$ cat config.mk
export PLATFORM = sky130hd
export DESIGN_NAME = pipe_burst_sram
export DESIGN_NICKNAME = d
export VERILOG_FILES = /design/src/rtl/pbs_pkg.sv /design/src/rtl/pbs_cmd_ctl.sv /design/src/rtl/pbs_lane_array.sv /design/src/rtl/pipe_burst_sram.sv
export SDC_FILE = /design/constraint.sdc
export NUM_CORES = 2
export LEC_CHECK = 0
export ABC_CLOCK_PERIOD_IN_PS = 2500
export BUFFER_PORTS_ARGS = -buffer_cell sky130_fd_sc_hd__buf_2
export CAP_MARGIN = 15
export CORE_ASPECT_RATIO = 2
export CORE_UTILIZATION = 30
export CTS_BUF_LIST = sky130_fd_sc_hd__clkbuf_8
export DETAILED_ROUTE_END_ITERATION = 16
export PLACE_DENSITY = 0.43
export REMOVE_ABC_BUFFERS = 1
export SLEW_MARGIN = 20
export SYNTH_ARGS = -nofsm -noshare
export SYNTH_HDL_FRONTEND = slang
export SYNTH_SLANG_ARGS = --single-unit
$ cat constraint.sdc
create_clock -name clk -period 2.5 [get_ports clk]
set_clock_uncertainty 0.15 [all_clocks]
set_input_delay 0.125 -clock clk [delete_from_list [all_inputs] [get_ports clk]]
set_output_delay 0.125 -clock clk [all_outputs]
set_load 0.02 [all_outputs]
$ cat src/rtl/pbs_pkg.sv
package pbs_pkg;

  typedef enum logic {
    ORD_LINEAR      = 1'b0,
    ORD_INTERLEAVED = 1'b1
  } burst_order_e;

  // Offset of a burst beat inside its group; callers truncate to the burst width.
  function automatic logic [7:0] beat_index(input burst_order_e ord,
                                            input logic [7:0] start,
                                            input logic [7:0] beat);
    if (ord == ORD_INTERLEAVED) return start ^ beat;
    return start + beat;
  endfunction

endpackage

$ cat src/rtl/pbs_cmd_ctl.sv
module pbs_cmd_ctl
  import pbs_pkg::*;
#(
  parameter int ADDR_W  = 6,
  parameter int LANES   = 4,
  parameter int BURST_W = 2
) (
  input  logic              clk,
  input  logic              rst_n,
  input  logic              clk_en,
  input  logic              sel,
  input  logic              load,
  input  logic              wr,
  input  logic [ADDR_W-1:0] addr,
  input  logic [LANES-1:0]  bw_n,
  input  burst_order_e      order,
  output logic              s1_valid,
  output logic              s1_write,
  output logic [ADDR_W-1:0] s1_addr,
  output logic [LANES-1:0]  s1_bw_n
);

  logic               active_q;
  logic [ADDR_W-1:0]  base_q;
  logic [BURST_W-1:0] beat_q;
  logic               bwr_q;
  logic [LANES-1:0]   bbw_q;

  logic [BURST_W-1:0] beat_nx;
  logic [BURST_W-1:0] low_nx;

  assign beat_nx = beat_q + BURST_W'(1);
  assign low_nx  = BURST_W'(beat_index(order, 8'(base_q[BURST_W-1:0]), 8'(beat_nx)));

  always_ff @(posedge clk or negedge rst_n) begin
    if (!rst_n) begin
      active_q <= 1'b0;
      base_q   <= '0;
      beat_q   <= '0;
      bwr_q    <= 1'b0;
      bbw_q    <= '1;
      s1_valid <= 1'b0;
      s1_write <= 1'b0;
      s1_addr  <= '0;
      s1_bw_n  <= '1;
    end else if (clk_en) begin
      if (load) begin
        if (sel) begin
          active_q <= 1'b1;
          base_q   <= addr;
          beat_q   <= '0;
          bwr_q    <= wr;
          bbw_q    <= bw_n;
          s1_valid <= 1'b1;
          s1_write <= wr;
          s1_addr  <= addr;
          s1_bw_n  <= bw_n;
        end else begin
          active_q <= 1'b0;
          s1_valid <= 1'b0;
        end
      end else if (active_q) begin
        beat_q   <= beat_nx;
        s1_valid <= 1'b1;
        s1_write <= bwr_q;
        s1_addr  <= {base_q[ADDR_W-1:BURST_W], low_nx};
        s1_bw_n  <= bbw_q;
      end else begin
        s1_valid <= 1'b0;
      end
    end
  end

  // advance while deselected produces no access
  p_adv_ignored_r3: assert property (@(posedge clk) disable iff (!rst_n)
    (clk_en && !load && !active_q) |=> !s1_valid);

  // unselected load yields no access
  p_unselected_load_r2: assert property (@(posedge clk) disable iff (!rst_n)
    (clk_en && load && !sel) |=> !s1_valid);

  // advancing never leaves the 4-word group
  p_burst_group_r4: assert property (@(posedge clk) disable iff (!rst_n)
    (clk_en && !load && active_q) |=>
      (s1_addr[ADDR_W-1:BURST_W] == $past(s1_addr[ADDR_W-1:BURST_W])));

endmodule

$ cat src/rtl/pbs_lane_array.sv
module pbs_lane_array #(
  parameter int ADDR_W = 6,
  parameter int LANES  = 4,
  parameter int LANE_W = 9
) (
  input  logic                    clk,
  input  logic                    clk_en,
  input  logic                    wr_en,
  input  logic [ADDR_W-1:0]       wr_addr,
  input  logic [LANES-1:0]        wr_bw_n,
  input  logic [LANES*LANE_W-1:0] wr_data,
  input  logic [ADDR_W-1:0]       rd_addr,
  output logic [LANES*LANE_W-1:0] rd_data
);

  localparam int DEPTH = 1 << ADDR_W;

  logic hit;
  assign hit = wr_en && (wr_addr == rd_addr);

  for (genvar g = 0; g < LANES; g++) begin : g_lane
    logic [LANE_W-1:0] mem_q [DEPTH];
    logic              lane_wr;

    assign lane_wr = wr_en && !wr_bw_n[g];

    always_ff @(posedge clk) begin
      if (clk_en && lane_wr) mem_q[wr_addr] <= wr_data[g*LANE_W +: LANE_W];
    end

    // bypass: new lane data wins over the stored word
    assign rd_data[g*LANE_W +: LANE_W] =
      (hit && !wr_bw_n[g]) ? wr_data[g*LANE_W +: LANE_W] : mem_q[rd_addr];
  end

endmodule

$ cat src/rtl/pipe_burst_sram.sv
module pipe_burst_sram
  import pbs_pkg::*;
#(
  parameter int ADDR_W  = 6,
  parameter int LANES   = 4,
  parameter int LANE_W  = 9,
  parameter int BURST_W = 2
) (
  input  logic                    clk,
  input  logic                    rst_n,
  input  logic                    cen_n,
  input  logic                    ce1_n,
  input  logic                    ce2,
  input  logic                    ce3_n,
  input  logic                    adv_ld_n,
  input  logic                    we_n,
  input  logic [ADDR_W-1:0]       addr,
  input  logic [LANES-1:0]        bw_n,
  input  logic                    mode,
  input  logic                    oe_n,
  input  logic [LANES*LANE_W-1:0] dq_in,
  output logic [LANES*LANE_W-1:0] dq_out,
  output logic                    dq_oe
);

  localparam int DATA_W = LANES * LANE_W;

  logic              clk_en;
  logic              sel;
  burst_order_e      order;

  logic              s1_valid;
  logic              s1_write;
  logic [ADDR_W-1:0] s1_addr;
  logic [LANES-1:0]  s1_bw_n;

  logic              s2_wr;
  logic [ADDR_W-1:0] s2_addr;
  logic [LANES-1:0]  s2_bw_n;

  logic [DATA_W-1:0] rd_data;
  logic [DATA_W-1:0] dout_q;
  logic              rd_vld_q;

  assign clk_en = !cen_n;
  assign sel    = !ce1_n && ce2 && !ce3_n;
  assign order  = burst_order_e'(mode);

  pbs_cmd_ctl #(.ADDR_W(ADDR_W), .LANES(LANES), .BURST_W(BURST_W)) u_ctl (
    .clk      (clk),
    .rst_n    (rst_n),
    .clk_en   (clk_en),
    .sel      (sel),
    .load     (!adv_ld_n),
    .wr       (!we_n),
    .addr     (addr),
    .bw_n     (bw_n),
    .order    (order),
    .s1_valid (s1_valid),
    .s1_write (s1_write),
    .s1_addr  (s1_addr),
    .s1_bw_n  (s1_bw_n)
  );

  // second stage: a write waits here one slot for its data
  always_ff @(posedge clk or negedge rst_n) begin
    if (!rst_n) begin
      s2_wr   <= 1'b0;
      s2_addr <= '0;
      s2_bw_n <= '1;
    end else if (clk_en) begin
      s2_wr   <= s1_valid && s1_write;
      s2_addr <= s1_addr;
      s2_bw_n <= s1_bw_n;
    end
  end

  pbs_lane_array #(.ADDR_W(ADDR_W), .LANES(LANES), .LANE_W(LANE_W)) u_array (
    .clk     (clk),
    .clk_en  (clk_en),
    .wr_en   (s2_wr),
    .wr_addr (s2_addr),
    .wr_bw_n (s2_bw_n),
    .wr_data (dq_in),
    .rd_addr (s1_addr),
    .rd_data (rd_data)
  );

  always_ff @(posedge clk or negedge rst_n) begin
    if (!rst_n) begin
      rd_vld_q <= 1'b0;
      dout_q   <= '0;
    end else if (clk_en) begin
      rd_vld_q <= s1_valid && !s1_write;
      if (s1_valid && !s1_write) dout_q <= rd_data;
    end
  end

  assign dq_out = dout_q;
  assign dq_oe  = rd_vld_q && !oe_n;

  // a stalled edge leaves the output stage untouched
  p_stall_hold_r1: assert property (@(posedge clk) disable iff (!rst_n)
    cen_n |=> ($stable(dout_q) && $stable(rd_vld_q)));

  // a read in stage one is on the bus after the next enabled edge
  p_read_latency_r6: assert property (@(posedge clk) disable iff (!rst_n)
    (clk_en && s1_valid && !s1_write) |=> rd_vld_q);

  // the slot carrying write data is never driven
  p_write_slot_quiet_r8: assert property (@(posedge clk) disable iff (!rst_n)
    (clk_en && s1_valid && s1_write) |=> !dq_oe);

  // nothing is driven after an empty stage one
  p_desel_quiet_r8: assert property (@(posedge clk) disable iff (!rst_n)
    (clk_en && !s1_valid) |=> !dq_oe);

  // lane 0 of a colliding read takes the incoming write data
  p_forward_r9: assert property (@(posedge clk) disable iff (!rst_n)
    (clk_en && s2_wr && s1_valid && !s1_write && (s1_addr == s2_addr) && !s2_bw_n[0])
      |=> (dout_q[LANE_W-1:0] == $past(dq_in[LANE_W-1:0])));

endmodule

==> impl.org <==
** Run status
- Result of the run :: finished, violations left
- The final reports fail on setup timing.

** Timing
- The number of hold violations in the final report came to 0.
- In the post-route analysis, the smallest setup slack over all paths is -0.310 ns.
- For the final routed database, the setup TNS stands at -6.39 ns.
- Worst slew margin relative to its limit :: 33.8%
- Maximum clock frequency :: 356 MHz
- Actual transition at the worst max-transition pin :: 0.993 ns
- Fin. max-slew vios :: 0
- RSZ-0062 raised after global routing :: yes
- Final setup viols :: 37
- Min Clock Period, post-route :: ~2.8 ns
- Portion of the clock cycle consumed by the worst path in the final layout :: 112%

** Critical path
- Setup slack on the worst flop-to-flop path :: -0.31 ns
- Number of cells traversed by the worst register-to-register path :: 10
- The critical path is of the reg2reg type.
- Arrival time worst endpoint :: between 3 and 4 ns
- Setup crit end kind :: register
- At the worst endpoint, the required time is 3.23 ns.
- Kind of launch point of the worst setup path :: register
- Of all nets on the critical path, the largest fanout is 6.
- Reg-to-Reg Start :: u_ctl.s1_addr[0]
- In this run the critical register-to-register path is captured at dq_out[10].

** Floorplan
- The floorplan step set the die height to 781 um.
- The region available for standard cell placement spans slightly above 0.3 sq mm.
- Once the floorplan was initialized, standard cells occupied between 30 and 40% of the core.
- During I/O placement, the number of pins put on the boundary was between 90 and 100.
- Overall die area :: 0.306 sq mm
- The die is about 400 um wide.
- The floorplan has 285 rows.

** Finish
- In the final design database the tool counted 5470 nets.
- Final Util :: 37.5%
- The library cell used most frequently in the layout, excluding fill and tap cells, is edfxtp_1.
- The post-route netlist has 39.8% of its cells at a drive strength greater than 1.
- From synthesis to final layout, the design area changed by 24.3%.
- The finished layout holds 9691 standard cells, fillers aside.
- In the layout the commonest cells are edfxtp_1 (2304), buf_4 (632), mux4_2 (576).

** Pwr
- The analysis attributes to net switching a power of between 30000 and 40000 uW.
- Combinational cells account for slightly below 30% of the total power.
- Sequential share of power :: 42.7%
- Leakage :: 0.0363 uW
- Internal power :: 73200 uW
- VDD sags by at most 394 uV.
- The clock network burns 27.5% of the power.
- For this design the ratio of total power to cell area is roughly 930 mW/mm^2.
- Switching Share :: 30.3%

** Synth
- The biggest area contributor in the post-synthesis netlist is edfxtp_1.
- Summed instance area of the synthesized netlist :: 0.0911 sq mm
- Count of mapped cells out of synthesis :: 4265
- Share of the synthesized area in the top cell type :: between 70% and 80%
- After synthesis, the share of flip-flops with an asynchronous set or reset is 3.11%.
- #FFs+latches synth :: about 2400
- Post-synth top flop :: edfxtp_1
- The synthesized design contains about 2300 enable-type register cells.
- Synth warnings :: 0
- Of the synthesized area, sequential elements account for 78.0%.
- Sorting the synthesized cells by area gives the leading types as edfxtp_1 (76%), mux4_2 (14%), a22oi_1 (2.4%).
- Syn avg cell area :: 21.4 sq um
- In this run, distinct cell masters in the synthesized netlist total 38.

** Drt
- Initial DRC count :: approximately 3600
- Across all layers, the routed design uses 47600 vias.
- Drt pass-1 iters :: 6
- DRC violations left :: 0
- Dividing the detail-routed via count by the number of cells gives about 4.9.
- The detail route stage leaves a number of antenna-violating nets equal to 0.
- Detail-routed net length per standard cell :: 30.3 um
- Wires add up to 294 mm.

** Global route
- The via count of the first global-routing pass came to 51500.
- Global-route wire length before repair :: 408 mm
- The number of antenna violations at the first check in global routing was 13.
- Sum of overflow across all layers after global routing :: 0
- Overall track demand over capacity in global routing :: 19.1%
- Entering global routing, the biggest net connects 66 pins.

** Clocking
- Clock tree from TritonCTS :: done
- After clock tree synthesis, the clock-pin slew on the worst setup and hold paths is 0.07 ns.
- In this run the deepest clock path goes through 4 buffers.
- CTS sink cnt :: about 2400
- TritonCTS created ~340 clock buffers.
- H-tree depth :: 5
- Clock latency on the worst-skew pair, taken at its later pin, is 1.00 ns.
- The tree is rooted in a clkbuf_8.

** Placement
- Placer congestion estimate :: 0.866
- After detailed placement, the design holds a cell count of 8892.
- The wire-length estimate of the detail-placed layout is 197 mm.
- In this run the tool buffered the top-level ports with between 90 and 100 buffer cells.

** Worst hold path
- For hold timing, the worst endpoint is u_array.g_lane[0].mem_q[59][0].
- Hold path start :: dq_in[0]
- Hold depth :: 2
- Min-Delay Path Class :: in2reg

** Job
- Max-cap violations in this run came to 0.
final cells by class:
| type | instances | area (sq um) |
|---|---|---|
| well taps | 4018 | 5030 |
| clock buffers | 349 | 4800 |
| fillers | 28000 | 188000 |
| clock inverters | 239 | 1200 |
| inverters | 1 | 3.75 |
| repair buffers | 1078 | 11100 |
| multi-input cells | 1619 | 20100 |
| flip-flops and latches | 2378 | 71100 |
| diodes | 9 | 22.5 |
critical path, cell delays in order, from the launching register on:
cell	delay [ns]
dfrtp_4	0.51
buf_12	0.17
buf_16	0.17
buf_12	0.14
buf_12	0.12
mux4_2	0.45
a22oi_2	0.31
buf_6	0.17
a21oi_4	0.06
nor4_2	0.27
o21ai_1	0.10
flip-flops by register name, summed over array words and instances, names as in the netlist, 4 cells and up:
signal	flops
u_ctl.bbw_q	4
u_ctl.s1_addr	6
dq_out	36
u_ctl.base_q	6
s2_addr	6
s2_bw_n	4
u_ctl.s1_bw_n	4
u_array.g_lane.mem_q	2304
cell usage after synthesis, types with 3 or more instances:
master and number:
edfxtp_1 2304, o21ai_1 26, nor2b_1 40, nand2_1 115, nor3_2 4, a31oi_1 36, a22oi_1 288, mux2i_1 10
dfrtp_1 62, nor2_1 261, nor3b_1 7, clkbuf_1 150, xnor2_1 8, dfstp_2 12, a21oi_1 144, nand2b_1 11
and3b_1 4, and3_1 3, nor4_1 36, buf_6 13, buf_2 51, mux2_2 11, buf_1 47, buf_4 6
mux4_2 576, o21ai_0 26
power by group through the flow:
stage	Sequential [uW]	Clock [uW]	Combinational [uW]
global placement	45700	0	28000
floorplan	46200	0	7510
global route	44900	31200	32900
CTS	44800	29800	30300
detailed placement	45700	0	27900
finish	44900	28900	31300
worst max-delay path by stage:
stage / slack (ns) / endpoint / cells after the start / from
2_1_floorplan: -21.27 / dq_out[22] / 5 / u_ctl.s1_addr[0]
3_3_place_gp: -0.48 / dq_out[4] / 7 / u_ctl.s1_addr[2]
3_5_place_dp: -0.43 / dq_out[24] / 8 / u_ctl.s1_addr[0]
4_1_cts: -0.28 / dq_out[30] / 8 / u_ctl.s1_addr[0]
5_1_grt: -0.34 / dq_out[10] / 10 / u_ctl.s1_addr[0]
6_report: -0.31 / dq_out[10] / 10 / u_ctl.s1_addr[0]
metrics by stage:
stage / total power [uW] / hold WS (ns) / cell area [sq um] / setup WS, ns
2_1_floorplan: 53700 / -0.321 / 89900 / -21.27
3_3_place_gp: 73700 / 0.0840 / 103000 / -0.483
3_5_place_dp: 73700 / 0.0801 / 103000 / -0.433
4_1_cts: 105000 / 0.00292 / 112000 / -0.284
5_1_grt: 109000 / 0.0664 / 113000 / -0.342
6_report: 105000 / 0.0662 / 113000 / -0.310
logic make-up (layout without fill, tap and decap cells):
family	Yosys count	after routing	synth area share, %
buf+inv	268	1667	1.31
mux	597	597	14.5
flops	2378	2378	78.0
other cells	0	9	0
compound gates	521	521	3.71
simple gates	491	491	2.37
fa+ha+maj	1	1	0.0137
xor+xnor	9	9	0.0948
repair_timing:
item / CTS / global route
setup endpoints to repair: 223 / 369
buffers inserted: 39 / 52
gates cloned: 5 / 4
endpoints found under the hold margin: 2524 / 0
gates resized for setup: 184 / 180
hold buffers: 103 / 0
pin swaps: 36 / 56
metal layers:
metal  global-route usage, %  share of wire (%)  up-vias
met5                       0             0.0044        -
met4                    8.09                4.8        2
met3                    2.43                4.1      447
met2                    35.7                 54     1279
met1                    21.6                 37    25700
li1                        -                  -    20200
(Power assumes the default switching activity.)
